### src/rtl/rstc_pkg.sv
package rstc_pkg;
  localparam int NCAUSE   = 5;
  localparam int C_POR    = 0;
  localparam int C_PIN    = 1;
  localparam int C_WDT    = 2;
  localparam int C_SW     = 3;
  localparam int C_PMON   = 4;
  typedef logic [NCAUSE-1:0] cause_t;
  localparam cause_t CAUSE_POR_ONLY = cause_t'(1) << C_POR;
endpackage

### src/rtl/rstc_pin_sync.sv
module rstc_pin_sync #(
  parameter int STAGES = 2
) (
  input  logic clk,
  input  logic arst,
  input  logic pin_i,
  input  logic gpio_mode,
  output logic data_o,
  output logic rst_req_o
);
  logic [STAGES-1:0] sh_q;

  for (genvar i = 0; i < STAGES; i++) begin : g_stage
    if (i == 0) begin : g_first
      always_ff @(posedge clk or posedge arst) begin
        if (arst) sh_q[0] <= 1'b1;
        else      sh_q[0] <= pin_i;
      end
    end else begin : g_next
      always_ff @(posedge clk or posedge arst) begin
        if (arst) sh_q[i] <= 1'b1;
        else      sh_q[i] <= sh_q[i-1];
      end
    end
  end

  // Reset mode reads back as a steady 1; data mode forwards the synced level.
  assign data_o    = gpio_mode ? sh_q[STAGES-1] : 1'b1;
  assign rst_req_o = !gpio_mode && !sh_q[STAGES-1];
endmodule

### src/rtl/rstc_stretch.sv
module rstc_stretch #(
  parameter int HOLD = 64
) (
  input  logic clk,
  input  logic arst,
  input  logic req_i,
  output logic rst_o
);
  localparam int CW = $clog2(HOLD + 1);
  logic [CW-1:0] cnt_q;
  logic          rst_q;

  // Any request reloads the count; the output stays high until it drains.
  always_ff @(posedge clk or posedge arst) begin
    if (arst) begin
      cnt_q <= CW'(HOLD);
      rst_q <= 1'b1;
    end else begin
      rst_q <= req_i || (cnt_q != '0);
      if (req_i)              cnt_q <= CW'(HOLD);
      else if (cnt_q != '0)   cnt_q <= cnt_q - 1'b1;
    end
  end

  assign rst_o = rst_q;
endmodule

### src/rtl/rstc_cause.sv
module rstc_cause
  import rstc_pkg::*;
(
  input  logic   clk,
  input  logic   arst,
  input  logic   active_i,
  input  cause_t req_i,
  output cause_t cause_o
);
  cause_t cause_q;

  // A fresh reset replaces the record; requests during reset accumulate.
  always_ff @(posedge clk or posedge arst) begin
    if (arst)            cause_q <= CAUSE_POR_ONLY;
    else if (|req_i)     cause_q <= active_i ? (cause_q | req_i) : req_i;
  end

  assign cause_o = cause_q;
endmodule

### src/rtl/chip_rst_ctrl.sv
module chip_rst_ctrl
  import rstc_pkg::*;
#(
  parameter int HOLD        = 64,
  parameter int SYNC_STAGES = 2
) (
  input  logic               clk,
  input  logic               por_req,
  input  logic               cfg_pin_gpio,
  input  logic               cfg_wdt_en,
  input  logic               pin_shared,
  input  logic               wdt_expire,
  input  logic               sw_rst_set,
  input  logic               pmon_trip,
  output logic               chip_rst,
  output logic               pin_data,
  output logic               sw_rst_bit,
  output logic [NCAUSE-1:0]  cause
);
  logic   pin_req;
  logic   sw_q;
  logic   rst_int;
  logic   req_any;
  cause_t req_vec;
  cause_t cause_int;

  rstc_pin_sync #(.STAGES(SYNC_STAGES)) u_pin (
    .clk       (clk),
    .arst      (por_req),
    .pin_i     (pin_shared),
    .gpio_mode (cfg_pin_gpio),
    .data_o    (pin_data),
    .rst_req_o (pin_req)
  );

  // Software bit: set by a write when not in reset, cleared as reset begins.
  always_ff @(posedge clk or posedge por_req) begin
    if (por_req)      sw_q <= 1'b0;
    else if (sw_q)    sw_q <= 1'b0;
    else if (sw_rst_set && !rst_int) sw_q <= 1'b1;
  end

  always_comb begin
    req_vec         = '0;
    req_vec[C_PIN]  = pin_req;
    req_vec[C_WDT]  = wdt_expire && cfg_wdt_en;
    req_vec[C_SW]   = sw_q;
    req_vec[C_PMON] = pmon_trip;
  end
  assign req_any = |req_vec;

  rstc_stretch #(.HOLD(HOLD)) u_stretch (
    .clk   (clk),
    .arst  (por_req),
    .req_i (req_any),
    .rst_o (rst_int)
  );

  rstc_cause u_cause (
    .clk      (clk),
    .arst     (por_req),
    .active_i (rst_int),
    .req_i    (req_vec),
    .cause_o  (cause_int)
  );

  assign chip_rst   = rst_int;
  assign sw_rst_bit = sw_q;
  assign cause      = cause_int;
endmodule

### config.mk
export PLATFORM = sky130hd
export DESIGN_NAME = chip_rst_ctrl
export DESIGN_NICKNAME = d
export VERILOG_FILES = /design/src/rtl/rstc_pkg.sv /design/src/rtl/rstc_pin_sync.sv /design/src/rtl/rstc_stretch.sv /design/src/rtl/rstc_cause.sv /design/src/rtl/chip_rst_ctrl.sv
export SDC_FILE = /design/constraint.sdc
export NUM_CORES = 1
export LEC_CHECK = 0
export BUFFER_PORTS_ARGS = -buffer_cell sky130_fd_sc_hd__buf_4
export CAP_MARGIN = 20
export CORE_MARGIN = 3
export CORE_UTILIZATION = 45
export DETAILED_ROUTE_END_ITERATION = 12
export PLACE_DENSITY = 0.71
export SYNTH_ARGS = -nofsm -noshare
export SYNTH_HDL_FRONTEND = slang
export SYNTH_SLANG_ARGS = --single-unit
### constraint.sdc
create_clock -name clk -period 1.5 [get_ports clk]
set_clock_uncertainty 0.1 [all_clocks]
set_input_delay 0.3 -clock clk [delete_from_list [all_inputs] [get_ports clk]]
set_output_delay 0.3 -clock clk [all_outputs]
set_load 0.005 [all_outputs]
==> flow_metrics.tcl, run 1 <==
set metrics [dict create \
    yosys_warnings 0 \
    io_buffers 15 \
    period_needed_ns 1.672 \
    power.density_mw_per_mm2 1123 \
    synth.cell_area_um2 708.2 \
    grt-ovfl-total 0 \
    syn2layout_area_growth_pct 50.71 \
    cts.sinks 16 \
    worst_pin_slew_ns 0.4415 \
    placed_area_um2 919.6 \
    fin_ws_ns -0.1716 \
    gp_congestion 0.7559 \
    cts_tree "built" \
    end_kind "flop" \
    synth_flop_cell "dfrtp_1" \
    power_leakage_uw 0.0004794 \
    coreArea_mm2 0.001383 \
    critPathRequiredTime_ns 1.57 \
    peakVddDrop_uv 801.2 \
    violations "negative setup slack" \
    layout.nets 102 \
    diodes 0 \
    reg2reg_depth 5 \
    async_flop_share_pct 100.0 \
    stdcell_area_mm2 0.001067 \
    status "complete, but fails checks" \
    timing.final.crit_share_pct 111.4 \
    synthAdderAreaFrac_pct 1.767 \
    p_total_uw 1199 \
    ys_types 29 \
    fmax_mhz 598.2 \
    arrival_ns 1.74 \
    fp-row-count 13 \
    drtIter0Drc 10 \
    initial_core_util_pct 51.22 \
    io_pins 16 \
    synth_seq_cells 16 \
    vias_per_cell 5.533 \
    drc 0 \
    wirelength_um 1745 \
    die_area_mm2 0.002086 \
    syn_avg_cell_area_um2 11.80 \
    die_h_um 45.67 \
    finalHoldViolations 0 \
    gr-usage-all-layers_pct 18.98 \
    drv_slew 0 \
    synthMuxAreaShare_pct 1.590 \
    cp_max_fo 3 \
    post_drt_wl_per_cell_um 16.31 \
    syn_inst 60 \
    cap_violations 0 \
    clk_root_buffer_cell "clkbuf_4" \
    layout.cells.non_filler 107 \
    hold_class "input port to flop" \
    clock_path_buffers 2 \
    whs_path_depth 1 \
    grt_pass1_vias 602 \
    synth_xor_area_share_pct 1.237 \
    worstSetupPathType "flop to flop" \
    grt_pass1_wl_um 2801 \
    timing.hold.ws_ns 0.01894 \
    dp_cells 97 \
    die_w_um 45.67 \
    drive_above_1_share_pct 59.78 \
    h-tree-depth 1 \
    antenna_found_initial 0 \
    rsz0062_at_grt "yes" \
    num_vias 592 \
    numCtsBuffers 3 \
    synth-compound-area-share_pct 15.55 \
    syn_nets 69 \
    setup_viol 7 \
    drt.antenna.violating_nets 0 \
    clk_pin_slew_ns 0.10 \
    synth_top_family_by_area "simple AND/OR/NAND/NOR gates" \
    hpwl_um 1102 \
    synth-simple-area-share_pct 19.79 \
    clock_latency_ns 0.29 \
    slew_headroom_pct 70.34 \
    grt_max_degree 17 \
    synth-edff-count 0 \
    cp-start-kind "flop" \
    yosysSeqAreaShare_pct 57.42 \
    first_pass_iters 4 \
]
[cells by family after synthesis]
family | Yosys count
fa+ha+maj | 1
mux | 1
flops | 16
compound gates | 14
simple gates | 22
xor+xnor | 1
buf+inv | 5
[cell usage in the layout (no fill, tap or decap), types with 3 or more instances in the layout]
cell      netlist  routed
a21o_1          3       3
buf_4           0      26
clkbuf_4        0       3
dfrtp_1        11      11
dfstp_2         5       5
nor3_1          5       3
[final cells by class]
class / count / area, um2
inverters: 4 / 15.01
multi-input cells: 39 / 372.9
flip-flops and latches: 16 / 406.6
well taps: 15 / 18.77
clock buffers: 4 / 26.28
repair buffers: 29 / 227.7
fillers: 80 / 315.3
[stage by stage]
step	util [%]	setup WS [ns]	TNS, ns
finish	77.19	-0.1716	-0.7061
global route	77.19	-0.2127	-1.232
CTS	74.21	-0.1417	-0.4635
detailed placement	66.52	-0.1603	-0.6097
global placement	66.52	-0.1034	-0.3824
floorplan	-	-0.08023	-0.1593
[cell usage after synthesis, drive strengths merged (2+ instances only)]
library cell	instances	share of area, %
a211o	2	2.7
a21o	3	3.2
a21oi	3	2.1
dfrtp	11	39
dfstp	5	19
inv	4	2.1
nand2	2	1.1
nand2b	2	1.8
nor2	2	1.1
nor3	5	3.5
nor3b	4	4.9
or2	2	1.8
or3	2	2.5
[registers in the layout (all words and copies together) (netlist names)]
register and cells:
u_stretch.rst_o 1, u_stretch.cnt_q 7, u_pin.sh_q 2, sw_rst_bit 1, u_cause.cause_o 5
[routing by layer]
metal | vias up | track usage, % | wire [um]
met4 | 0 | 7.018 | 16
met3 | 4 | 3.557 | 77
li1 | 280 | - | -
met1 | 291 | 25.06 | 740
met5 | - | 0 | 0
met2 | 17 | 30.64 | 910
[critical path, cell delays in order (launching register included)]
cell and delay, ns:
dfrtp_1 0.41, inv_2 0.07, ha_4 0.16, nor3b_4 0.15, a2111oi_4 0.33, mux2_4 0.33
[timing repair]
item	4_1_cts	5_1_grt
pin swaps	3	1
setup endpoints to repair	7	8
setup buffers	4	1
resized for setup	11	6
hold buffers	1	0
endpoints found under the hold margin	11	0
[power breakdown]
group	leakage (uW)	internal, uW	switching, uW
Combinational	0.000280	247	173
Sequential	0.000185	484	53.6
Clock	0.0000150	103	138
Total	0.000479	834	365
[worst paths after layout]
path	from	end	slack, ns
setup / recovery	u_stretch.cnt_q[0]$_DFFE_PP0P_	u_stretch.cnt_q[5]$_DFFE_PP0P_	-0.17
setup reg to reg	u_stretch.cnt_q[0]$_DFFE_PP0P_	u_stretch.cnt_q[5]$_DFFE_PP0P_	-0.17
max in group asynchronous	por_req	u_cause.cause_o[0]$_DFFE_PP1P_	0.59
hold reg to reg	u_pin.sh_q[0]$_DFF_PP1_	u_pin.sh_q[1]$_DFF_PP1_	0.25
min in group asynchronous	por_req	u_stretch.cnt_q[1]$_DFFE_PP0P_	0.45
hold / removal	pin_shared	u_pin.sh_q[0]$_DFF_PP1_	0.02
(Power assumes the default switching activity.)
==> run 2: changes to the inputs <==
--- a/config.mk
+++ b/config.mk
@@ -10,7 +10,9 @@
 export CORE_MARGIN = 3
 export CORE_UTILIZATION = 45
 export DETAILED_ROUTE_END_ITERATION = 12
+export GPL_TIMING_DRIVEN = 0
 export PLACE_DENSITY = 0.71
+export SETUP_SLACK_MARGIN = 0.4
 export SYNTH_ARGS = -nofsm -noshare
 export SYNTH_HDL_FRONTEND = slang
 export SYNTH_SLANG_ARGS = --single-unit
==> run 2 against run 1 <==
Effect of this change:
- the run ends with negative hold slack, negative setup slack left
- core utilization grew 4.2 points
- largest power group unchanged
- flip-flop and latch count is the same
- combinational power down 7.6%
- highest routed layer unchanged
==> flow_metrics.tcl, run 2 (synthesized netlist as in run 1, its figures left out) <==
set metrics [dict create \
    top_usage_layer "met2" \
    power_frac_seq_pct 44.8 \
    wirelength_um 1679 \
    worst_pin_slew_ns 0.5927 \
    worstSetupPathType "flop to flop" \
    die_area_mm2 0.002086 \
    grt.met2_usage_pct 26.18 \
    clock_latency_ns 0.29 \
    met1_usage_pct 21.80 \
    switchingPower_uw 360.5 \
    largest_register "u_stretch.cnt_q" \
    clk_pin_slew_ns 0.10 \
    die_w_um 45.67 \
    post_drt_wl_per_cell_um 15.84 \
    diodes 0 \
    vias_per_cell 5.613 \
    end_kind "flop" \
    combPwrFrac_pct 31.6 \
    switching_share_pct 29.34 \
    drive_above_1_share_pct 65.93 \
    rsz0062_at_grt "yes" \
    crit_slowest_cell "dfrtp_1" \
    drv_slew 0 \
    layout.nets 101 \
    num_vias 595 \
    drc 0 \
    cp-start-kind "flop" \
    status "complete, but fails checks" \
    power.density_mw_per_mm2 1092 \
    cap_violations 0 \
    stdcell_area_mm2 0.001125 \
    grt_pass1_wl_um 2435 \
    grt_pass1_vias 569 \
    hold_class "input port to asynchronous set/reset pin" \
    fp-row-count 13 \
    first_pass_iters 4 \
    numCtsBuffers 3 \
    antenna_found_initial 0 \
    power_leakage_uw 0.0005012 \
    final_common_cell "buf_4" \
    peakVddDrop_uv 743.3 \
    nFillCells 78 \
    arrival_ns 1.73 \
    cts_tree "built" \
    grt_max_degree 17 \
    timing.hold.ws_ns -0.03003 \
    finalHoldViolations 11 \
    setup_viol 6 \
    slew_headroom_pct 60.44 \
    drtIter0Drc 8 \
    clock_path_buffers 2 \
    path_cells "inv_2 > ha_4 > nor3b_4 > a2111oi_4 > mux2_4" \
    largest_register_ffs 7 \
    power_frac_clock_pct 23.6 \
    cp_max_fo 4 \
    fin_ws_ns -0.1524 \
    cts.sinks 16 \
    fmax_mhz 605.2 \
    syn2layout_area_growth_pct 58.83 \
    slowest_delay_ns 0.41 \
    h-tree-depth 1 \
    clk_root_buffer_cell "clkbuf_4" \
    critPathRequiredTime_ns 1.58 \
    io_buffers 15 \
    intPower_uw 868.0 \
    mostFrequentLayoutCells "buf_4, buf_6, dfrtp_1" \
    grt_use_met3_pct 2.372 \
    drt.antenna.violating_nets 0 \
    placed_area_um2 879.6 \
    period_needed_ns 1.652 \
    io_pins 16 \
    timing.final.crit_share_pct 110.2 \
    grt-ovfl-total 0 \
    coreArea_mm2 0.001383 \
    violations "negative hold slack, negative setup slack" \
    gp_congestion 0.7276 \
    hpwl_um 927.1 \
    p_total_uw 1228 \
    gr-usage-all-layers_pct 16.84 \
    die_h_um 45.67 \
    initial_core_util_pct 51.22 \
]
run 2: cell count changes in the layout (fill, tap and decap cells not counted), moves of 2 or more:
cell     before  now
buf_6         2   10
buf_4        26   16
dfrtp_1      11    9
dfrtp_2       0    2
nor3_2        1    3
run 2: cell type report:
cell class	count	area, um2	area share (%)
Sequential cell	16	409.1	36.37
Multi-Input combinational cell	39	387.9	34.48
Timing Repair Buffer	27	242.7	21.58
Clock buffer	4	36.28	3.226
Tap cell	15	18.77	1.669
Buffer	1	15.01	1.335
Inverter	4	15.01	1.335
run 2: metal layers:
metal  vias to the layer above  routed length [um]
met5                         -                   0
met4                         0                  29
met3                         4                  58
met2                        16                 899
met1                       298                 691
li1                        277                   -
run 2: worst paths after layout:
path	to	from	slack, ns	cells after the start
max	u_stretch.cnt_q[5]$_DFFE_PP0P_	u_stretch.cnt_q[0]$_DFFE_PP0P_	-0.15	5
min	u_cause.cause_o[3]$_DFFE_PP0N_	por_req	-0.03	2
max reg2reg	u_stretch.cnt_q[5]$_DFFE_PP0P_	u_stretch.cnt_q[0]$_DFFE_PP0P_	-0.15	5
min reg2reg	u_pin.sh_q[1]$_DFF_PP1_	u_pin.sh_q[0]$_DFF_PP1_	0.26	0
max in group asynchronous	u_stretch.cnt_q[2]$_DFFE_PP0P_	por_req	0.91	2
min in group clk	u_cause.cause_o[4]$_DFFE_PP0N_	pmon_trip	0.10	2
run 2: repair_timing:
| action | in CTS | in global routing |
|---|---|---|
| pin swaps | 2 | 5 |
| gates resized for setup | 22 | 8 |
| buffers inserted | 7 | 4 |
| setup endpoints to repair | 21 | 21 |
| hold endpoints to repair | 11 | 6 |
run 2: metrics by stage:
step / utilization [%] / setup slack [ns] / instances / TNS (ns) / hold slack (ns)
finish: 81.36 / -0.1524 / 106 / -0.4306 / -0.03003
CTS: 76.29 / -0.1223 / 101 / -0.2803 / -0.01653
global placement: 63.62 / -0.1452 / 90 / -0.5705 / 0.2467
floorplan: - / -0.08017 / 60 / -0.1592 / 0.1102
global route: 81.36 / -0.2062 / 106 / -0.8383 / 0.002223
detailed placement: 63.62 / -0.1605 / 90 / -0.6596 / 0.2476
run 2: power groups by stage:
stage	Combinational, uW	Sequential, uW	Clock [uW]
global route	422	558	308
floorplan	185	533	0
detailed placement	262	538	0
global placement	258	537	0
CTS	348	537	292
finish	388	551	290
run 2: critical path, delay by kind of cell, from the launching register on:
kind,cells,cell delay [ns]
fa+ha+maj,1,0.15
buf+inv,1,0.07
simple gates,1,0.16
compound gates,1,0.32
mux,1,0.33
flops,1,0.41
==> run 3: changes to the inputs <==
--- a/config.mk
+++ b/config.mk
@@ -5,7 +5,7 @@
 export SDC_FILE = /design/constraint.sdc
 export NUM_CORES = 1
 export LEC_CHECK = 0
-export BUFFER_PORTS_ARGS = -buffer_cell sky130_fd_sc_hd__buf_4
+export BUFFER_PORTS_ARGS = -buffer_cell sky130_fd_sc_hd__buf_2
 export CAP_MARGIN = 20
 export CORE_MARGIN = 3
 export CORE_UTILIZATION = 45
==> run 3 against run 2 <==
Effect of this change:
- the flow still finishes with violations (negative hold slack, negative setup slack)
- worst setup slack gained 0.0069 ns
- hold slack lost 0.0098 ns
- non-clock buffer count rose by 2
- routed wire length grew 7.5%
- clock power shrank 4%
- via count fell by 2.9%
- first-iteration DRC count grew 38%
- critical endpoint unchanged
==> flow_metrics.tcl, run 3 (synthesized netlist as in run 1, its figures left out) <==
set metrics [dict create \
    diodes 0 \
    vias_per_cell 5.352 \
    timing.hold.ws_ns -0.03981 \
    gr-usage-all-layers_pct 17.70 \
    drt.antenna.violating_nets 0 \
    slew_headroom_pct 60.86 \
    syn2layout_area_growth_pct 55.12 \
    drtIter0Drc 11 \
    largest_register_ffs 7 \
    mostFrequentLayoutCells "buf_2, buf_4, dfrtp_1" \
    io_buffers 15 \
    violations "negative hold slack, negative setup slack" \
    setup_viol 5 \
    placed_area_um2 842.1 \
    worst_pin_slew_ns 0.5864 \
    peakVddDrop_uv 950.0 \
    final_common_cell "buf_2" \
    numCtsBuffers 3 \
    hpwl_um 959 \
    post_drt_wl_per_cell_um 16.71 \
    place_ws_ns -0.1717 \
    wirelength_um 1805 \
    fmax_mhz 607.7 \
    clock_latency_ns 0.29 \
    first_pass_iters 4 \
    die_w_um 45.67 \
    die_h_um 45.67 \
    rsz0062_at_grt "yes" \
    hold_class "input port to asynchronous set/reset pin" \
    clk_root_buffer_cell "clkbuf_4" \
    critPathRequiredTime_ns 1.58 \
    cp_max_fo 4 \
    power.density_mw_per_mm2 1109 \
    gp_congestion 0.7527 \
    die_area_mm2 0.002086 \
    worstSetupPathType "flop to flop" \
    coreArea_mm2 0.001383 \
    finalHoldViolations 11 \
    end_kind "flop" \
    grt_max_degree 17 \
    cts.sinks 16 \
    drv_slew 0 \
    fin_ws_ns -0.1455 \
    grt_pass1_vias 562 \
    timing.final.crit_share_pct 109.7 \
    fp-row-count 13 \
    arrival_ns 1.73 \
    initial_core_util_pct 51.22 \
    grt_pass1_wl_um 2497 \
    finish.utilization_pct 79.46 \
    drc 0 \
    num_vias 578 \
    power_leakage_uw 0.0004944 \
    timing.setup.tns_ns -0.4329 \
    clk_pin_slew_ns 0.09 \
    antenna_found_initial 0 \
    cts_tree "built" \
    clock_path_buffers 2 \
    largest_register "u_stretch.cnt_q" \
    nFillCells 82 \
    cap_violations 0 \
    period_needed_ns 1.646 \
    cp-start-kind "flop" \
    grt-ovfl-total 0 \
    io_pins 16 \
    drive_above_1_share_pct 65.59 \
    h-tree-depth 1 \
    status "complete, but fails checks" \
    stdcell_area_mm2 0.001099 \
    layout.nets 103 \
]
[run 3: cell count changes in the layout (fill, tap and decap cells not counted), sizes merged]
cell | previous run | this run
clkbuf | 4 | 5
buf | 27 | 28
[run 3: final cells by class]
type / instances / area [um2] / share of cell area, %
flip-flops and latches: 16 / 407.9 / 37.13
repair buffers: 29 / 212.7 / 19.36
clock buffers: 4 / 36.28 / 3.303
plain buffers: 1 / 13.76 / 1.253
inverters: 4 / 15.01 / 1.367
well taps: 15 / 18.77 / 1.708
multi-input cells: 39 / 394.1 / 35.88
[run 3: through the flow]
stage / power [uW] / cells
final: 1219 / 108
after CTS: 1154 / 103
after detailed placement: 786.0 / 90
after floorplan: 718.4 / 60
after global routing: 1287 / 108
after global placement: 778.6 / 90
[run 3: timing repair]
item / in CTS / in global routing
resized for setup: 12 / 13
buffers inserted: 9 / 4
setup endpoints to repair: 21 / 21
pin swaps: 3 / 3
hold endpoints to repair: 11 / 12
gates cloned: 0 / 0
[run 3: path summary, 6_finish.rpt]
kind | cells past startpoint | to | slack (ns) | startpoint
max | 5 | u_stretch.cnt_q[5]$_DFFE_PP0P_ | -0.15 | u_stretch.cnt_q[0]$_DFFE_PP0P_
max reg2reg | 5 | u_stretch.cnt_q[5]$_DFFE_PP0P_ | -0.15 | u_stretch.cnt_q[0]$_DFFE_PP0P_
min reg2reg | 0 | u_pin.sh_q[1]$_DFF_PP1_ | 0.26 | u_pin.sh_q[0]$_DFF_PP1_
max in group asynchronous | 2 | u_stretch.cnt_q[4]$_DFFE_PP0P_ | 0.92 | por_req
min in group clk | 2 | u_cause.cause_o[4]$_DFFE_PP0N_ | 0.11 | pmon_trip
min | 2 | u_stretch.cnt_q[5]$_DFFE_PP0P_ | -0.04 | por_req
[run 3: routing by layer]
layer | vias up | track usage [%] | wire length [um]
met5 | - | 0 | 0
met4 | 0 | 3.509 | 12
met3 | 2 | 7.115 | 62
met2 | 9 | 31.48 | 1000
met1 | 288 | 19.65 | 730
li1 | 279 | - | -
[run 3: critical path, cell delays in order, from the launching register on]
cell and delay [ns]:
dfrtp_1 0.39, inv_2 0.07, ha_4 0.16, nor3b_4 0.17, a2111oi_4 0.32, mux2_4 0.33
[run 3: report_power, final]
part	total, uW	switching, uW	internal [uW]
registers	540	55.7	485
clock network	278	130	148
logic	400	174	227
